`src/rtl/sse_pkg.sv`:
```
package sse_pkg;

    typedef enum logic [2:0] {
        ST_OP,
        ST_ARG,
        ST_UNIT,
        ST_RUN,
        ST_ERR
    } st_e;

    localparam logic [7:0] OP_PIN_SET  = 8'h80;
    localparam logic [7:0] OP_PIN_RDLO = 8'h81;
    localparam logic [7:0] OP_PIN_RDHI = 8'h83;
    localparam logic [7:0] OP_DIV      = 8'h86;
    localparam logic [7:0] OP_FLUSH    = 8'h87;
    localparam logic [7:0] OP_PRE_OFF  = 8'h8A;
    localparam logic [7:0] OP_PRE_ON   = 8'h8B;
    localparam logic [7:0] OP_IDLE_BIT = 8'h8E;
    localparam logic [7:0] OP_IDLE_BYT = 8'h8F;
    localparam logic [7:0] ERR_MARK    = 8'hFA;

    localparam int F_BITS = 1;
    localparam int F_LSB  = 3;
    localparam int F_OUT  = 4;
    localparam int F_IN   = 5;

    // number of argument bytes that follow an opcode
    function automatic logic [1:0] arg_count(input logic [7:0] op);
        if (!op[7])
            return op[F_BITS] ? 2'd1 : 2'd2;
        case (op)
            OP_PIN_SET, OP_DIV, OP_IDLE_BYT: return 2'd2;
            OP_IDLE_BIT:                     return 2'd1;
            default:                         return 2'd0;
        endcase
    endfunction

    function automatic logic is_known(input logic [7:0] op);
        case (op)
            OP_PIN_SET, OP_PIN_RDLO, OP_PIN_RDHI, OP_DIV, OP_FLUSH,
            OP_PRE_OFF, OP_PRE_ON, OP_IDLE_BIT, OP_IDLE_BYT: return 1'b1;
            default: return !op[7];
        endcase
    endfunction

endpackage

```
`src/rtl/sse_clkgen.sv`:
```
module sse_clkgen #(
    parameter int DIV_W = 16,
    parameter int PRE   = 5
) (
    input  logic             clk,
    input  logic             rst,
    input  logic             run,
    input  logic [DIV_W-1:0] div,
    input  logic             pre_en,
    output logic             tick
);
    localparam int CW = DIV_W + $clog2(PRE) + 1;

    logic [CW-1:0] cnt;
    logic [CW-1:0] base;
    logic [CW-1:0] limit;

    assign base  = CW'(div) + CW'(1);
    assign limit = pre_en ? (base * CW'(PRE) - CW'(1)) : CW'(div);
    assign tick  = run && (cnt == limit);

    always_ff @(posedge clk) begin
        if (rst || !run || tick)
            cnt <= '0;
        else
            cnt <= cnt + CW'(1);
    end

    a_r4_cnt_bound: assert property (@(posedge clk) disable iff (rst)
        run |-> cnt <= limit);

endmodule

```
`src/rtl/sse_shifter.sv`:
```
module sse_shifter #(
    parameter int CNT_W = 9
) (
    input  logic             clk,
    input  logic             rst,
    input  logic             tick,
    input  logic             start,
    input  logic [CNT_W-1:0] npulse,
    input  logic [7:0]       tx,
    input  logic             lsb,
    input  logic             sdi,
    output logic             sclk,
    output logic             sdo,
    output logic             busy,
    output logic             done,
    output logic [7:0]       rx
);
    logic [CNT_W-1:0] left;
    logic [7:0]       txsh;
    logic             lsb_q;

    assign sdo = lsb_q ? txsh[0] : txsh[7];

    always_ff @(posedge clk) begin
        done <= 1'b0;
        if (rst) begin
            busy  <= 1'b0;
            sclk  <= 1'b0;
            left  <= '0;
            txsh  <= '0;
            lsb_q <= 1'b0;
            rx    <= '0;
        end else if (start && !busy) begin
            busy  <= 1'b1;
            sclk  <= 1'b0;
            left  <= npulse;
            txsh  <= tx;
            lsb_q <= lsb;
            rx    <= '0;
        end else if (busy && tick) begin
            if (!sclk) begin
                sclk <= 1'b1;
                rx   <= lsb_q ? {sdi, rx[7:1]} : {rx[6:0], sdi};
            end else begin
                sclk <= 1'b0;
                txsh <= lsb_q ? {1'b0, txsh[7:1]} : {txsh[6:0], 1'b0};
                left <= left - CNT_W'(1);
                if (left == CNT_W'(1)) begin
                    busy <= 1'b0;
                    done <= 1'b1;
                end
            end
        end
    end

    a_r11_sclk_idle_low: assert property (@(posedge clk) disable iff (rst)
        !busy |-> !sclk);

    a_r6_sdo_on_low_phase: assert property (@(posedge clk) disable iff (rst)
        (busy && sclk && $past(busy)) |-> $stable(sdo));

endmodule

```
`src/rtl/sse_cmd_proc.sv`:
```
module sse_cmd_proc
    import sse_pkg::*;
#(
    parameter int DIV_W = 16,
    parameter int PRE   = 5,
    parameter int LEN_W = 16
) (
    input  logic       clk,
    input  logic       rst,
    input  logic [7:0] cmd_data,
    input  logic       cmd_valid,
    output logic       cmd_ready,
    output logic       rsp_valid,
    output logic [7:0] rsp_data,
    output logic       rsp_flush,
    input  logic [7:0] pins_lo_in,
    input  logic [7:0] pins_hi_in,
    output logic [7:0] pin_out,
    output logic [7:0] pin_oe,
    output logic       sclk,
    output logic       sdo,
    input  logic       sdi
);
    localparam int UW = LEN_W + 1;
    localparam int PW = 9;

    st_e              st;
    logic [7:0]       op_q, a0;
    logic [1:0]       argi, nargs;
    logic [DIV_W-1:0] div_q;
    logic             pre_q;
    logic [UW-1:0]    units;
    logic [PW-1:0]    npulse;
    logic             need_pl, push_rx, lsb_q;

    logic       fire, sh_start, sh_busy, sh_done, tick;
    logic [7:0] sh_rx, sh_tx, lo_b, hi_b;

    assign cmd_ready = (st == ST_OP) || (st == ST_ARG) || (st == ST_UNIT && need_pl);
    assign fire      = cmd_valid && cmd_ready;
    assign lo_b      = (argi == 2'd0) ? cmd_data : a0;
    assign hi_b      = cmd_data;
    assign sh_start  = (st == ST_UNIT) && (!need_pl || cmd_valid);
    assign sh_tx     = need_pl ? cmd_data : 8'h00;

    sse_clkgen #(.DIV_W(DIV_W), .PRE(PRE)) u_clk (
        .clk(clk), .rst(rst), .run(sh_busy), .div(div_q), .pre_en(pre_q), .tick(tick)
    );

    sse_shifter #(.CNT_W(PW)) u_sh (
        .clk(clk), .rst(rst), .tick(tick), .start(sh_start), .npulse(npulse),
        .tx(sh_tx), .lsb(lsb_q), .sdi(sdi), .sclk(sclk), .sdo(sdo),
        .busy(sh_busy), .done(sh_done), .rx(sh_rx)
    );

    always_ff @(posedge clk) begin
        rsp_valid <= 1'b0;
        rsp_flush <= 1'b0;
        if (rst) begin
            st      <= ST_OP;
            op_q    <= '0;
            a0      <= '0;
            argi    <= '0;
            nargs   <= '0;
            div_q   <= '0;
            pre_q   <= 1'b0;
            units   <= '0;
            npulse  <= '0;
            need_pl <= 1'b0;
            push_rx <= 1'b0;
            lsb_q   <= 1'b0;
            pin_out <= '0;
            pin_oe  <= '0;
            rsp_data <= '0;
        end else begin
            case (st)
                ST_OP: if (fire) begin
                    op_q  <= cmd_data;
                    argi  <= '0;
                    nargs <= arg_count(cmd_data);
                    if (arg_count(cmd_data) != 2'd0)
                        st <= ST_ARG;
                    else if (!is_known(cmd_data)) begin
                        rsp_valid <= 1'b1;
                        rsp_data  <= ERR_MARK;
                        st        <= ST_ERR;
                    end else begin
                        case (cmd_data)
                            OP_PIN_RDLO: begin rsp_valid <= 1'b1; rsp_data <= pins_lo_in; end
                            OP_PIN_RDHI: begin rsp_valid <= 1'b1; rsp_data <= pins_hi_in; end
                            OP_FLUSH:    rsp_flush <= 1'b1;
                            OP_PRE_OFF:  pre_q <= 1'b0;
                            OP_PRE_ON:   pre_q <= 1'b1;
                            default: ;
                        endcase
                    end
                end
                ST_ARG: if (fire) begin
                    a0   <= cmd_data;
                    argi <= argi + 2'd1;
                    if (argi == nargs - 2'd1) begin
                        st      <= ST_UNIT;
                        need_pl <= 1'b0;
                        push_rx <= 1'b0;
                        lsb_q   <= 1'b0;
                        npulse  <= PW'(8);
                        units   <= {1'b0, hi_b, lo_b} + UW'(1);
                        if (!op_q[7]) begin
                            need_pl <= op_q[F_OUT];
                            push_rx <= op_q[F_IN];
                            lsb_q   <= op_q[F_LSB];
                            if (op_q[F_BITS]) begin
                                units  <= UW'(1);
                                npulse <= PW'(lo_b[2:0]) + PW'(1);
                            end
                        end else begin
                            case (op_q)
                                OP_PIN_SET: begin pin_out <= lo_b; pin_oe <= hi_b; st <= ST_OP; end
                                OP_DIV:     begin div_q <= DIV_W'({hi_b, lo_b}); st <= ST_OP; end
                                OP_IDLE_BIT: begin
                                    units  <= UW'(1);
                                    npulse <= PW'(lo_b) + PW'(1);
                                end
                                default: ;
                            endcase
                        end
                    end
                end
                ST_UNIT: if (sh_start) st <= ST_RUN;
                ST_RUN: if (sh_done) begin
                    if (push_rx) begin
                        rsp_valid <= 1'b1;
                        rsp_data  <= sh_rx;
                    end
                    units <= units - UW'(1);
                    st    <= (units == UW'(1)) ? ST_OP : ST_UNIT;
                end
                ST_ERR: begin
                    rsp_valid <= 1'b1;
                    rsp_data  <= op_q;
                    st        <= ST_OP;
                end
                default: st <= ST_OP;
            endcase
        end
    end

    a_r11_stall_while_shifting: assert property (@(posedge clk) disable iff (rst)
        sh_busy |-> !cmd_ready);

    a_r2_pins_hold: assert property (@(posedge clk) disable iff (rst)
        !fire |=> $stable(pin_out) && $stable(pin_oe));

    a_r10_err_mark: assert property (@(posedge clk) disable iff (rst)
        (st == ST_OP && fire && !is_known(cmd_data)) |=> rsp_valid && rsp_data == ERR_MARK);

    a_r10_err_echo: assert property (@(posedge clk) disable iff (rst)
        (st == ST_OP && fire && !is_known(cmd_data)) |=> ##1 (rsp_valid && rsp_data == $past(cmd_data, 2)));

endmodule

```
`config.mk`:
```
export PLATFORM = sky130hd
export DESIGN_NAME = sse_cmd_proc
export DESIGN_NICKNAME = d
export VERILOG_FILES = /design/src/rtl/sse_pkg.sv /design/src/rtl/sse_clkgen.sv /design/src/rtl/sse_shifter.sv /design/src/rtl/sse_cmd_proc.sv
export SDC_FILE = /design/constraint.sdc
export NUM_CORES = 1
export LEC_CHECK = 0
export ABC_AREA = 1
export BUFFER_PORTS_ARGS = -buffer_cell sky130_fd_sc_hd__buf_2
export CORE_MARGIN = 5
export CORE_UTILIZATION = 34
export CTS_CLUSTER_DIAMETER = 150
export DETAILED_ROUTE_END_ITERATION = 6
export PLACE_DENSITY_LB_ADDON = 0.3
export SYNTH_ARGS = -nofsm -noshare
export SYNTH_HDL_FRONTEND = slang
export SYNTH_HIERARCHICAL = 1
export SYNTH_SLANG_ARGS = --single-unit
```
`constraint.sdc`:
```
create_clock -name clk -period 4.4 [get_ports clk]
set_clock_uncertainty 0.1 [all_clocks]
set_input_delay 0.88 -clock clk [delete_from_list [all_inputs] [get_ports clk]]
set_output_delay 0.88 -clock clk [all_outputs]
set_load 0.05 [all_outputs]
```
======== Word level (Yosys, flattened, before mapping) ========
Index checks and enable logic that the tools add are counted.
word-level totals
  bits in registers ....................... 144
  word-level logic and storage cells ...... 192
  input port bits ......................... 28
cells by class
  equality and inequality tests ........... 29
  add/sub/neg operators ................... 10
  multiply operators ...................... 1
  bitwise logic cells ..................... 6
  reduce and logical (&&, ||, !) cells .... 44
  muxes and demuxes ....................... 77
operators with widths
  cell                     count
  $mux W17                 6
  $eq A8 B8 Y1 const B     12
  $mux W8                  12
  $mux W9                  5
  $add A16 B1 Y17 const B  2
  $pmux W17 S2             1
  $mux W1                  26
  $pmux W8 S3              1
  $mux W2                  11
  $mux W3                  7
  $add A20 B1 Y20 const B  1
  $eq A20 B20 Y1           1
  $mul A20 B3 Y20 const B  1
  $mux W20                 1
  $sub A20 B1 Y20 const B  1
  $eq A17 B1 Y1 const B    1
  $sub A17 B1 Y17 const B  1
  $pmux W8 S2              1
  $reduce_and A5 Y1        3
  $reduce_bool A2 Y1       7
  $pmux W3 S4              1
  $reduce_and A6 Y1        2
  $add A8 B1 Y9 const B    1
  $eq A9 B1 Y1 const B     1
  other kinds (31)         61

======== Longest topological paths before layout ========
Gate-level depths: netlist of run 1.
  depth in word-level cells ............... 20
  gate-level depth with buffers ........... 34

======== Cells and area by module ========
The synthesis of run 1 kept the hierarchy.
by module, submodules not included
  module        times used  sequential area each (sq um)  cells an instance  area each (sq um)
  sse_cmd_proc  1           1901.8                        876                5375.2
  sse_clkgen    1           400.4                         610                3519.6
  sse_shifter   1           580.6                         238                1534.0

======== Worst setup path before layout of run 1 ========
Ideal clock, no wire load.
  path kind ............................... register to register
  start point ............................. reg div_q[0]
  end point ............................... reg u_sh.left[6]
  path buffers ............................ 0
  cell stages (with the launch flop) ...... 32
  data required time ...................... 4190 ps
  clock period less this slack ............ 4562 ps
  slack ................................... -162 ps
  data arrival time ....................... 4352 ps
  cells stage by stage .................... dfxtp_1 ha_1 nand3_1 inv_1 nand2_1 nor2_1 inv_1 nor4_1 nand2_1 xor2_1 inv_1 fa_1 inv_1 ha_1 a21o_1 o21bai_1 nor2_1 nand2_1 nand2_1 nand3_1 nand2_1 nand2_1 nor3b_1 nand4_1 nor2_1 nand3_1 inv_1 nand3_1 nand2_1 nand3_1 nand2_1 inv_1
between the ends
  longest elaborated chain between the ends .. 9
RTL lines
  element                                line                 source
  from (decl)                            sse_cmd_proc.sv:30   logic [DIV_W-1:0] div_q;
  from (signal assigned)                 sse_cmd_proc.sv:65   div_q <= '0;
  from (signal assigned)                 sse_cmd_proc.sv:119  OP_DIV: begin div_q <= DIV_W'({hi_b, lo_b}); st <= ST_OP; end
  $add A16 B1 Y17                        sse_clkgen.sv:18     assign base = CW'(div) + CW'(1);
  $mul A20 B3 Y20                        sse_clkgen.sv:19     assign limit = pre_en ? (base * CW'(PRE) - CW'(1)) : CW'(div);
  $sub A20 B1 Y20                        sse_clkgen.sv:19
  $mux W20 *                             sse_clkgen.sv:19
  $eq A20 B20 Y1 *                       sse_clkgen.sv:20     assign tick = run && (cnt == limit);
  $logic_and A1 B1 Y1 *                  sse_clkgen.sv:20
  named net tick                         sse_cmd_proc.sv:36   logic fire, sh_start, sh_busy, sh_done, tick;
  $logic_and A1 B1 Y1 *                  sse_shifter.sv:40    end else if (busy && tick) begin
  $reduce_bool A2 Y1 (no source line) *  -
  $reduce_and A2 Y1 (no source line) *   -
  to (signal assigned)                   sse_shifter.sv:36    left <= npulse;
  to (signal assigned)                   sse_shifter.sv:47    left <= left - CNT_W'(1);
  to (decl)                              sse_shifter.sv:18    logic [CNT_W-1:0] left;
Mark *: on every way through the listed nets, which the timed path passes. The rest lies on a longest branch.
A chain may end at the register's enable or synchronous reset.

======== Worst setup path after layout of run 1 ========
  start point ............................. reg div_q[6]
  end point ............................... reg u_sh.rx[0]
between the ends
  longest elaborated chain between the ends .. 8
RTL lines
  element                               line                source
  $add A16 B1 Y17                       sse_clkgen.sv:18
  $mul A20 B3 Y20                       sse_clkgen.sv:19
  $sub A20 B1 Y20                       sse_clkgen.sv:19
  $mux W20 *                            sse_clkgen.sv:19
  $eq A20 B20 Y1 *                      sse_clkgen.sv:20
  $logic_and A1 B1 Y1 *                 sse_clkgen.sv:20
  named net tick                        sse_cmd_proc.sv:36
  $logic_and A1 B1 Y1 *                 sse_shifter.sv:40
  $reduce_and A2 Y1 (no source line) *  -
  to (signal assigned)                  sse_shifter.sv:43   rx <= lsb_q ? {sdi, rx[7:1]} : {rx[6:0], sdi};
  to (decl)                             sse_shifter.sv:16   output logic [7:0] rx
Marks and branches as above.

==> impl_results.md, run 1 <==
* Result of the run: complete, but fails checks
* Violations in the final reports: setup timing
* Cells taking the most area after synthesis: dfxtp_1 28%, nand2_1 17%, inv_1 9.5%
* Worst Path Required at 4.62 ns
* Leftover overflow at the end of global routing at 0
* Worst-skew pair later-pin latency at 0.44 ns
* Die area at 34300 µm²
* Worst rel slew slack at around a quarter
* Placer congestion estimate at 0.942
* Filler Cell Count at 3153
* Routed via count at 11300
* Drt first pass iters at 6
* Static leakage at 6.44 nW
* Post-DP HPWL at around 24000 µm
* Storage cell area at 2900 µm²
* Number of rows in the core area at 64
* Number of flip-flops and latches in the synthesized netlist at 144
* Die Span X at 185 µm
* Synth Net Count at 1794
* Reg2Reg Capture Point: u_sh/rx[0]$_SDFFE_PP0P_
* Total met2 wirelength after detailed routing at approximately 16000 µm
* Final Worst Setup Slack at -0.186 ns
* Die Height at 185 µm
* Max-cap violation count at 0
* Initial standard-cell utilization of the core at 34.3%
* Total DRC errors in the routed layout at 0
* Synthesized area per cell at between 6 and 7 µm²
* Proportion of synthesized flip-flops having asynchronous set or reset at 0%
* Clock slew at reported path FFs at ~0.070 ns
* Pin count of the biggest net entering global routing at 46
* Leading cell types in the layout, fill and taps excluded: 467 x nand2_1, 258 x inv_1, 181 x nor2_1
* Number of flops mapped to enable cells by yosys at 0
* CTS tree: yes
* WP data arrival at approximately 4.8 ns
* Total number of H-tree levels at 4
* Via count of the first global-routing pass at 10800
* Slew @ Worst Pin at 1.13 ns
* DRC marker count from the first detailed-route iteration at 788
* Commonest register cell after synthesis: dfxtp_1
* Total core area at approximately 30000 µm²
* Netlist cell types at 46
* Synth-to-layout area growth at 26.0%
* Fraction of layout cells with a size suffix above 1 at 18.5%
* Kind of critical path: register to register
* YS warnings at 6
* Min Tclk post-route at 4.59 ns
* Placed standard-cell area at ~12000 µm²
* Endpoints failing setup at 46
* Depth of the critical timing path with buffers and inverters included at 28
* Maximum clock rate at 218 MHz
* Total GRT Usage at 19.3%
* Final Instance Count excl. Fillers at 2292
* Total met3 wirelength after detailed routing at between 1000 and 1500 µm
* Pwr Density at between 300 and 400 nW/µm²
* Cell type with the highest aggregate area in the netlist: dfxtp_1
* Clock sink count at between 100 and 150
* Number of port buffers at 56
* Ratio of final minimum period to clock period at 104%
* I/O Pins at 57
* FF-to-FF path depth at 28
* Post-synthesis sequential area ratio at 27.6%
* Total wire length after detailed routing at 33600 µm
* Synth top area share at 27.6%
* Vias per cell at 4.93
* Util after Layout at 43.2%
* Crit path to: u_sh/rx[0]$_SDFFE_PP0P_
* RSZ-0062 raised after global routing: yes
* Clk Tree Root Cell: clkbuf_16
* Kind of start point of the critical path: register
* Largest voltage drop on the vdd net at 0.300 mV
* Area of all placed cells without fillers at 13100 µm²
* Final Max Slew Viols at 0
* First-pass GRT wire length at 53800 µm
* Tot Pwr at 4.54 mW
* Routed metal-1 wire length at 15500 µm
* Buffering stage count on the worst path with inverters included at 8
* Hold Crit Class: register to register
* Clk buf depth at 2
* Net count, final at 1953
* Cell family with most CP delay: simple AND/OR/NAND/NOR gates
* Post-synthesis instance total at 1724
* Synthesized cell area at 10400 µm²
* CP Capture Type: register
* Cell total after placement at 2235
* Startpoint of the worst register-to-register path: div_q[6]$_SDFFE_PP0P_
* Routed wire length per instance at 14.7 µm
* Slack of the worst reg-to-reg path at -0.19 ns
* Diodes inserted at 0
* Most common library cell in the layout ignoring fill and taps: nand2_1
* Final count of hold timing violations at 0
* Clock buffers created by TritonCTS at 17
* CP max-delay cell: dfxtp_1
* CTS Hold Buffers Added at 0
* Top cell by count, worst path: buf_4
* Initial antenna violation count at 0
* Remaining antenna violation count at 0
* Critical Path Max Stage Delay at between 0.3 and 0.4 ns
* Critical path peak fanout at 8
* Area of the multi-input gates at 6670 µm²
* Origin of the worst setup path: div_q[6]$_SDFFE_PP0P_
* Top layer reached by signal wires: met4
## worst register-to-register path: cells and delay by family (launching register included)
kind | cells | cell delay [ns]
buffers and inverters | 8 | 1.03
and+or+nand+nor | 11 | 1.52
xor gates and xnor gates | 2 | 0.29
DFF | 1 | 0.36
AOI/OAI and AO/OA | 5 | 0.71
adders and majority gates | 2 | 0.47
## sequential cells by signal, summed over array words and instances, names as in the netlist, 2 cells and up
signal,flops
nargs,2
st,3
argi,2
pin_out,8
u_sh/txsh,8
npulse,9
a0,8
pin_oe,8
u_sh/rx,8
rsp_data,8
op_q,8
u_clk/cnt,20
div_q,16
units,17
u_sh/left,9
## worst min path at each step
stage,end,slack [ns],cells past startpoint,from
6_report,u_sh/lsb_q$_SDFFE_PP0P_,0.36,2,lsb_q$_SDFFE_PP0P_
5_1_grt,div_q[7]$_SDFFE_PP0P_,0.38,2,div_q[7]$_SDFFE_PP0P_
4_1_cts,u_sh/lsb_q$_SDFFE_PP0P_,0.37,2,lsb_q$_SDFFE_PP0P_
3_5_place_dp,div_q[7]$_SDFFE_PP0P_,0.36,2,div_q[7]$_SDFFE_PP0P_
3_3_place_gp,npulse[1]$_SDFFE_PP0P_,0.36,2,npulse[1]$_SDFFE_PP0P_
2_1_floorplan,u_sh/lsb_q$_SDFFE_PP0P_,0.33,2,lsb_q$_SDFFE_PP0P_
## cells in the mapped netlist (all sizes together) (2+ instances only)
master	number
dfxtp	144
a31oi	13
nor2	203
inv	271
a21oi	100
nor3b	2
nand3	160
xor2	42
a211oi	4
a21o	4
o211ai	3
xnor2	7
nand3b	5
o21ai	109
fa	3
nand2	493
ha	39
buf	31
nor3	27
nor4	6
o21bai	12
nand4	17
clkbuf	22
## per-stage QoR
stage / TNS [ns] / hold WS [ns] / worst slack [ns]
after detailed placement: -5.78 / 0.362 / -0.382
after floorplan: 0 / 0.334 / 0.0139
after global routing: -18.85 / 0.384 / -0.521
after global placement: -3.18 / 0.359 / -0.286
final: -4.34 / 0.363 / -0.186
after CTS: -1.61 / 0.369 / -0.109
## power breakdown
group          internal (mW)  switching [mW]
logic                  0.497            1.07
clock network          0.803           0.621
registers               1.43           0.110
## logic make-up after synthesis
logic type | after synthesis | share of synthesized area (%)
AND/OR/NAND/NOR | 914 | 37.5
buffers and inverters | 325 | 12.5
XOR/XNOR | 49 | 4.12
flip-flops | 144 | 27.6
adder cells (fa/ha/maj) | 42 | 5.25
AO/OA/AOI/OAI | 250 | 13.0
## final cells by class
cell class              instances  area share (%)
well taps                     396            3.77
repair buffers                193            11.2
flip-flops and latches        144            22.0
clock buffers                  19            3.37
multi-input cells            1255            50.8
inverters                     272            7.82
clock inverters                13           0.980
## repair_timing
item	in CTS	in global routing
gates cloned	2	3
setup endpoints to repair	28	48
setup buffers	18	8
gates resized for setup	88	34
pin swaps	40	21
## routing by layer
metal	vias to the layer above	GRT usage, %
met5	-	0
met4	0	6.11
met3	62	2.73
met2	272	33.2
met1	5197	25.2
li1	5772	-
No activity file was read; power rests on OpenSTA's default activity.
==> inputs of run 2 (changes only) <==
--- a/config.mk
+++ b/config.mk
@@ -9,6 +9,7 @@
 export BUFFER_PORTS_ARGS = -buffer_cell sky130_fd_sc_hd__buf_2
 export CORE_MARGIN = 5
 export CORE_UTILIZATION = 34
+export CTS_BUF_LIST = sky130_fd_sc_hd__clkbuf_8
 export CTS_CLUSTER_DIAMETER = 150
 export DETAILED_ROUTE_END_ITERATION = 6
 export PLACE_DENSITY_LB_ADDON = 0.3
==> run 2 against run 1 <==
Effect of this change: the run still ends with setup timing left; flip-flop and latch count stayed put; clock power is 27% lower; final area is 1.7% lower; critical path depth stayed put; die area stayed put; global-route usage is 0.12 points lower; fmax is 0.84% lower; power is 8.6% lower; sequential power hardly changed; worst hold slack better by 0.0025 ns; critical endpoint is now u_sh/left[2]$_SDFFE_PP0P_; largest power group unchanged; highest routed layer unchanged.
==> impl_results.md, run 2 (synthesized netlist as in run 1, its figures left out) <==
* WP data arrival at 4.89 ns
* Number of rows in the core area at between 60 and 70
* Routed metal-1 wire length at 15500 µm
* Synth-to-layout area growth at 23.9%
* Initial antenna violation count at 0
* Worst Path Required at around 4.7 ns
* Routed via count at 11300
* Remaining antenna violation count at 0
* Routed wire length per instance at 14.7 µm
* Net count, final at about 1900
* Total met2 wirelength after detailed routing at approximately 16000 µm
* Initial standard-cell utilization of the core at roughly a third
* Largest register FFs at 20
* Diodes inserted at 0
* Post-DP HPWL at 24300 µm
* Placer congestion estimate at 0.942
* Static leakage at roughly 6.3 nW
* Hold Path Stages at 2
* Slew @ Worst Pin at around 1.1 ns
* Via count of the first global-routing pass at about 11000
* FF-to-FF path depth at 28
* Setup_tns at -5.65 ns
* Max-cap violation count at 0
* Worst-skew pair later-pin latency at between 0.4 and 0.5 ns
* Die area at 34300 µm²
* Total core area at around 30000 µm²
* Clk buf depth at 2
* Ratio of final minimum period to clock period at 105%
* Util after Layout at 42.5%
* Filler Cell Count at 3170
* Clock sink count at 144
* Registers with the most flip-flops: u_clk/cnt x20, units x17, div_q x16
* Critical Path Max Stage Delay at 0.37 ns
* Tot Pwr at 4.15 mW
* Clock buffers created by TritonCTS at 17
* Kind of start point of the critical path: register
* Result of the run: complete, but fails checks
* Register name with the most flops: u_clk/cnt
* Maximum clock rate at 216 MHz
* DRC marker count from the first detailed-route iteration at 778
* CP Capture Type: register
* Most common library cell in the layout ignoring fill and taps: nand2_1
* Total wire length after detailed routing at roughly 34000 µm
* Leftover overflow at the end of global routing at 0
* Violations in the final reports: setup timing
* CTS tree: yes
* Min Tclk post-route at 4.63 ns
* Kind of critical path: register to register
* Total DRC errors in the routed layout at 0
* Final Worst Setup Slack at -0.225 ns
* Die Span X at 185 µm
* Final Max Slew Viols at 0
* Total number of H-tree levels at 4
* Pwr Density at 321 nW/µm²
* Top cell by count, worst path: buf_4
* Number of port buffers at 56
* Worst rel slew slack at 23.2%
* Fraction of layout cells with a size suffix above 1 at approximately 18%
* Final count of hold timing violations at 0
* Hold Crit Class: register to register
* Endpoints failing setup at 48
* Total GRT Usage at 19.2%
* Vias per cell at 4.92
* Drt first pass iters at 5
* RSZ-0062 raised after global routing: yes
* Leading cell types in the layout, fill and taps excluded: 467 x nand2_1, 259 x inv_1, 180 x nor2_1
* First-pass GRT wire length at 53500 µm
* Placement-stage worst setup slack at -0.382 ns
* Die Height at 185 µm
* Total met3 wirelength after detailed routing at between 1000 and 1500 µm
* Top layer reached by signal wires: met4
* I/O Pins at 57
* Critical path peak fanout at 4
* Clk Tree Root Cell: clkbuf_8
* Pin count of the biggest net entering global routing at between 40 and 50
* CP max-delay cell: dfxtp_2
* Clock slew at reported path FFs at 0.09 ns
* Largest voltage drop on the vdd net at 0.249 mV
-- run 2: cell type report --
type                    count  area, µm²  share of cell area, %
clock inverters            14        133                   1.03
flip-flops and latches    144       2900                   22.4
well taps                 396        495                   3.83
multi-input cells        1255       6700                   51.8
clock buffers              18        248                   1.92
inverters                 272       1030                   7.96
repair buffers            189       1430                   11.0
-- run 2: through the flow --
| stage | hold slack (ns) | cells | area (µm²) |
|---|---|---|---|
| 6_report | 0.366 | 2288 | 12900 |
| 3_5_place_dp | 0.362 | 2235 | 11800 |
| 3_3_place_gp | 0.359 | 2235 | 11800 |
| 4_1_cts | 0.368 | 2284 | 12700 |
| 5_1_grt | 0.392 | 2288 | 12900 |
| 2_1_floorplan | 0.334 | 1724 | 10500 |
-- run 2: timing repair --
item | in CTS | in global routing
cloned | 2 | 3
pin swaps | 34 | 25
resized for setup | 84 | 48
hold buffers | 0 | 0
endpoints found under the setup margin | 28 | 48
buffers inserted | 16 | 7
-- run 2: layer usage --
| layer | global-route usage (%) | vias up |
|---|---|---|
| met5 | 0 | - |
| met4 | 5.61 | 0 |
| met3 | 2.95 | 48 |
| met2 | 33.2 | 284 |
| met1 | 24.9 | 5174 |
| li1 | - | 5756 |
-- run 2: worst max-delay path, delay by kind of cell, from the launching register on --
kind	cells	cell delay, ns
AND/OR/NAND/NOR	11	1.58
flip-flops	1	0.37
buffers and inverters	8	1.01
adder cells (fa/ha/maj)	2	0.47
XOR/XNOR	2	0.29
AO/OA/AOI/OAI	5	0.68
-- run 2: worst paths after layout --
path                              start                   endpoint  slack, ns
hold / removal       lsb_q$_SDFFE_PP0P_    u_sh/lsb_q$_SDFFE_PP0P_       0.37
setup reg to reg  div_q[4]$_SDFFE_PP0P_  u_sh/left[2]$_SDFFE_PP0P_      -0.23
setup / recovery  div_q[4]$_SDFFE_PP0P_  u_sh/left[2]$_SDFFE_PP0P_      -0.23
hold reg to reg      lsb_q$_SDFFE_PP0P_    u_sh/lsb_q$_SDFFE_PP0P_       0.37
-- run 2: power by group --
group / internal (mW) / switching, mW / total, mW / leakage [nW]
Combinational: 0.494 / 1.07 / 1.56 / 4.99
Clock: 0.470 / 0.571 / 1.04 / 0.191
Sequential: 1.43 / 0.110 / 1.54 / 1.17
==> inputs of run 3 (changes only) <==
--- a/config.mk
+++ b/config.mk
@@ -7,12 +7,14 @@
 export LEC_CHECK = 0
 export ABC_AREA = 1
 export BUFFER_PORTS_ARGS = -buffer_cell sky130_fd_sc_hd__buf_2
-export CORE_MARGIN = 5
+export CORE_MARGIN = 1
 export CORE_UTILIZATION = 34
 export CTS_BUF_LIST = sky130_fd_sc_hd__clkbuf_8
 export CTS_CLUSTER_DIAMETER = 150
 export DETAILED_ROUTE_END_ITERATION = 6
+export HOLD_SLACK_MARGIN = 0.03
 export PLACE_DENSITY_LB_ADDON = 0.3
+export RECOVER_POWER = 25
 export SYNTH_ARGS = -nofsm -noshare
 export SYNTH_HDL_FRONTEND = slang
 export SYNTH_HIERARCHICAL = 1
==> run 3 against run 2 <==
Effect of this change: final cell count down 0.57%; the run still ends with setup timing left; sequential share of layout area is 0.14 points higher; largest cell class unchanged; largest power group is now sequential cells; via count decreased by 0.64%; register-to-register slack better by 0.17 ns; critical path type unchanged; critical endpoint is now u_sh/left[4]$_SDFFE_PP0P_; combinational power fell by 3%.
==> impl_results.md, run 3 (synthesized netlist as in run 1, its figures left out) <==
* Result of the run: complete, but fails checks
* Violations in the final reports: setup timing
* Total core area at 29900 µm²
* Clock sink count at between 100 and 150
* Die Height at around 180 µm
* Clock buffers created by TritonCTS at 17
* Origin of the worst setup path: div_q[5]$_SDFFE_PP0P_
* Max-cap violation count at 0
* Remaining antenna violation count at 0
* Number of port buffers at 56
* Setup_tns at -0.272 ns
* Die Span X at 177 µm
* Area of all placed cells without fillers at approximately 13000 µm²
* Total wire length after detailed routing at about 33000 µm
* Synth-to-layout area growth at 23.1%
* Worst rel slew slack at between 10% and 20%
* Leading cell types in the layout, fill and taps excluded: 466 x nand2_1, 258 x inv_1, 183 x nor2_1
* Leftover overflow at the end of global routing at 0
* Post-DP HPWL at 24100 µm
* Worst-skew pair later-pin latency at 0.47 ns
* Startpoint of the worst register-to-register path: div_q[5]$_SDFFE_PP0P_
* Final count of hold timing violations at 0
* Via count of the first global-routing pass at 10400
* Most common library cell in the layout ignoring fill and taps: nand2_1
* Min Tclk post-route at approximately 4.5 ns
* CTS Hold Buffers Added at 0
* Total number of H-tree levels at 4
* Diodes inserted at 0
* Initial antenna violation count at 0
* Slack of the worst reg-to-reg path at -0.05 ns
* Kind of start point of the critical path: register
* Critical Path Max Stage Delay at 0.39 ns
* Critical path peak fanout at 6
* Kind of critical path: register to register
* Number of rows in the core area at 63
* Worst Path Required at 4.71 ns
* Util after Layout at 43.0%
* Net count, final at 1942
* Die area at 31400 µm²
* Storage cell area at slightly below 3000 µm²
* Largest voltage drop on the vdd net at 0.209 mV
* Drt first pass iters at 5
* Filler Cell Count at 3165
* Placer congestion estimate at 0.957
* Clk buf depth at 2
* Ratio of final minimum period to clock period at 101%
* Routed via count at 11200
* Reg2Reg Capture Point: u_sh/left[4]$_SDFFE_PP0P_
* Crit path to: u_sh/left[4]$_SDFFE_PP0P_
* CTS tree: yes
* Total GRT Usage at 20.8%
* I/O Pins at between 50 and 60
* Placed standard-cell area at ~12000 µm²
* Slew @ Worst Pin at roughly 1.3 ns
* DRC marker count from the first detailed-route iteration at 789
* Fraction of layout cells with a size suffix above 1 at 17.4%
* Pin count of the biggest net entering global routing at 46
* CP Capture Type: register
* Final Instance Count excl. Fillers at 2275
* Vias per cell at 4.92
* FF-to-FF path depth at 30
* Clock slew at reported path FFs at about 0.10 ns
* Routed wire length per instance at 14.4 µm
* Pwr Density at 319 nW/µm²
* Top cell by count, worst path: nand3_1
* Static leakage at 6.24 nW
* Initial standard-cell utilization of the core at 34.9%
* First-pass GRT wire length at 51800 µm
* Hold Crit Class: register to register
* Area of the multi-input gates at between 6000 and 7000 µm²
* Total DRC errors in the routed layout at 0
* Clk Tree Root Cell: clkbuf_8
* Maximum clock rate at 225 MHz
* WP data arrival at 4.76 ns
* Final Max Slew Viols at 0
* Endpoints failing setup at 13
* Largest register FFs at 20
* Register name with the most flops: u_clk/cnt
* Final Worst Setup Slack at -0.0512 ns
* Cell total after placement at 2222
* RSZ-0062 raised after global routing: yes
* Final Hold Slack at about 0.38 ns
* CP max-delay cell: dfxtp_4
* Registers with the most flip-flops: u_clk/cnt x20, units x17, div_q x16
==> run 3: cell count changes in the layout (fill, tap and decap cells not counted), moves of 4 or more <==
cell	before	now
o21ai_0	81	96
buf_2	56	38
o21ai_2	9	1
clkbuf_1	0	19
nor2_4	9	5
nand3_1	145	139
nand3_2	12	18
ha_1	31	26
o21ai_1	18	12
ha_4	7	13
==> run 3: final cells by class <==
cell class	instances	share of cell area, %
multi-input cells	1255	52.6
flip-flops and latches	144	22.6
repair buffers	182	10.1
inverters	272	7.99
well taps	390	3.80
clock buffers	20	2.14
clock inverters	12	0.780
==> run 3: stage by stage <==
stage	power, mW	setup slack, ns
6_report	4.09	-0.0512
4_1_cts	4.09	0.00510
3_5_place_dp	3.03	-0.289
5_1_grt	4.38	-0.365
3_3_place_gp	3.01	-0.276
2_1_floorplan	2.69	0.0139
==> run 3: per-layer routing <==
metal	track usage [%]	wire length, µm
met5	0	0
met4	7.83	799
met3	2.94	1480
met2	34.6	15300
met1	27.1	15100
==> run 3: critical path, delay by kind of cell, from the launching register on <==
| kind | cells | cell delay, ns |
|---|---|---|
| and+or+nand+nor | 16 | 1.85 |
| xor gates and xnor gates | 2 | 0.42 |
| DFF | 1 | 0.39 |
| AOI/OAI and AO/OA | 2 | 0.33 |
| buffers and inverters | 8 | 0.75 |
| adders and majority gates | 2 | 0.55 |
==> run 3: worst min-delay path by stage <==
stage                                      from                       to  slack, ns  cells past startpoint
after global placement       lsb_q$_SDFFE_PP0P_       lsb_q$_SDFFE_PP0P_       0.36                      2
after global routing      div_q[7]$_SDFFE_PP0P_    div_q[7]$_SDFFE_PP0P_       0.41                      2
final                        lsb_q$_SDFFE_PP0P_       lsb_q$_SDFFE_PP0P_       0.38                      2
after CTS                  op_q[6]$_SDFFE_PP0P_     op_q[6]$_SDFFE_PP0P_       0.38                      2
after detailed placement     lsb_q$_SDFFE_PP0P_  u_sh/lsb_q$_SDFFE_PP0P_       0.36                      2
after floorplan              lsb_q$_SDFFE_PP0P_  u_sh/lsb_q$_SDFFE_PP0P_       0.33                      2
==> run 3: what timing repair did <==
action                                  CTS  global route
pin swaps                                26            39
buffers inserted                          7            13
endpoints found under the setup margin   28            48
resized for setup                        57            59
gates cloned                              1             0
==> run 3: power breakdown <==
group	total [mW]	switching (mW)	internal (mW)
sequential	1.54	0.111	1.43
combinational	1.52	1.04	0.474
clock	1.03	0.582	0.448
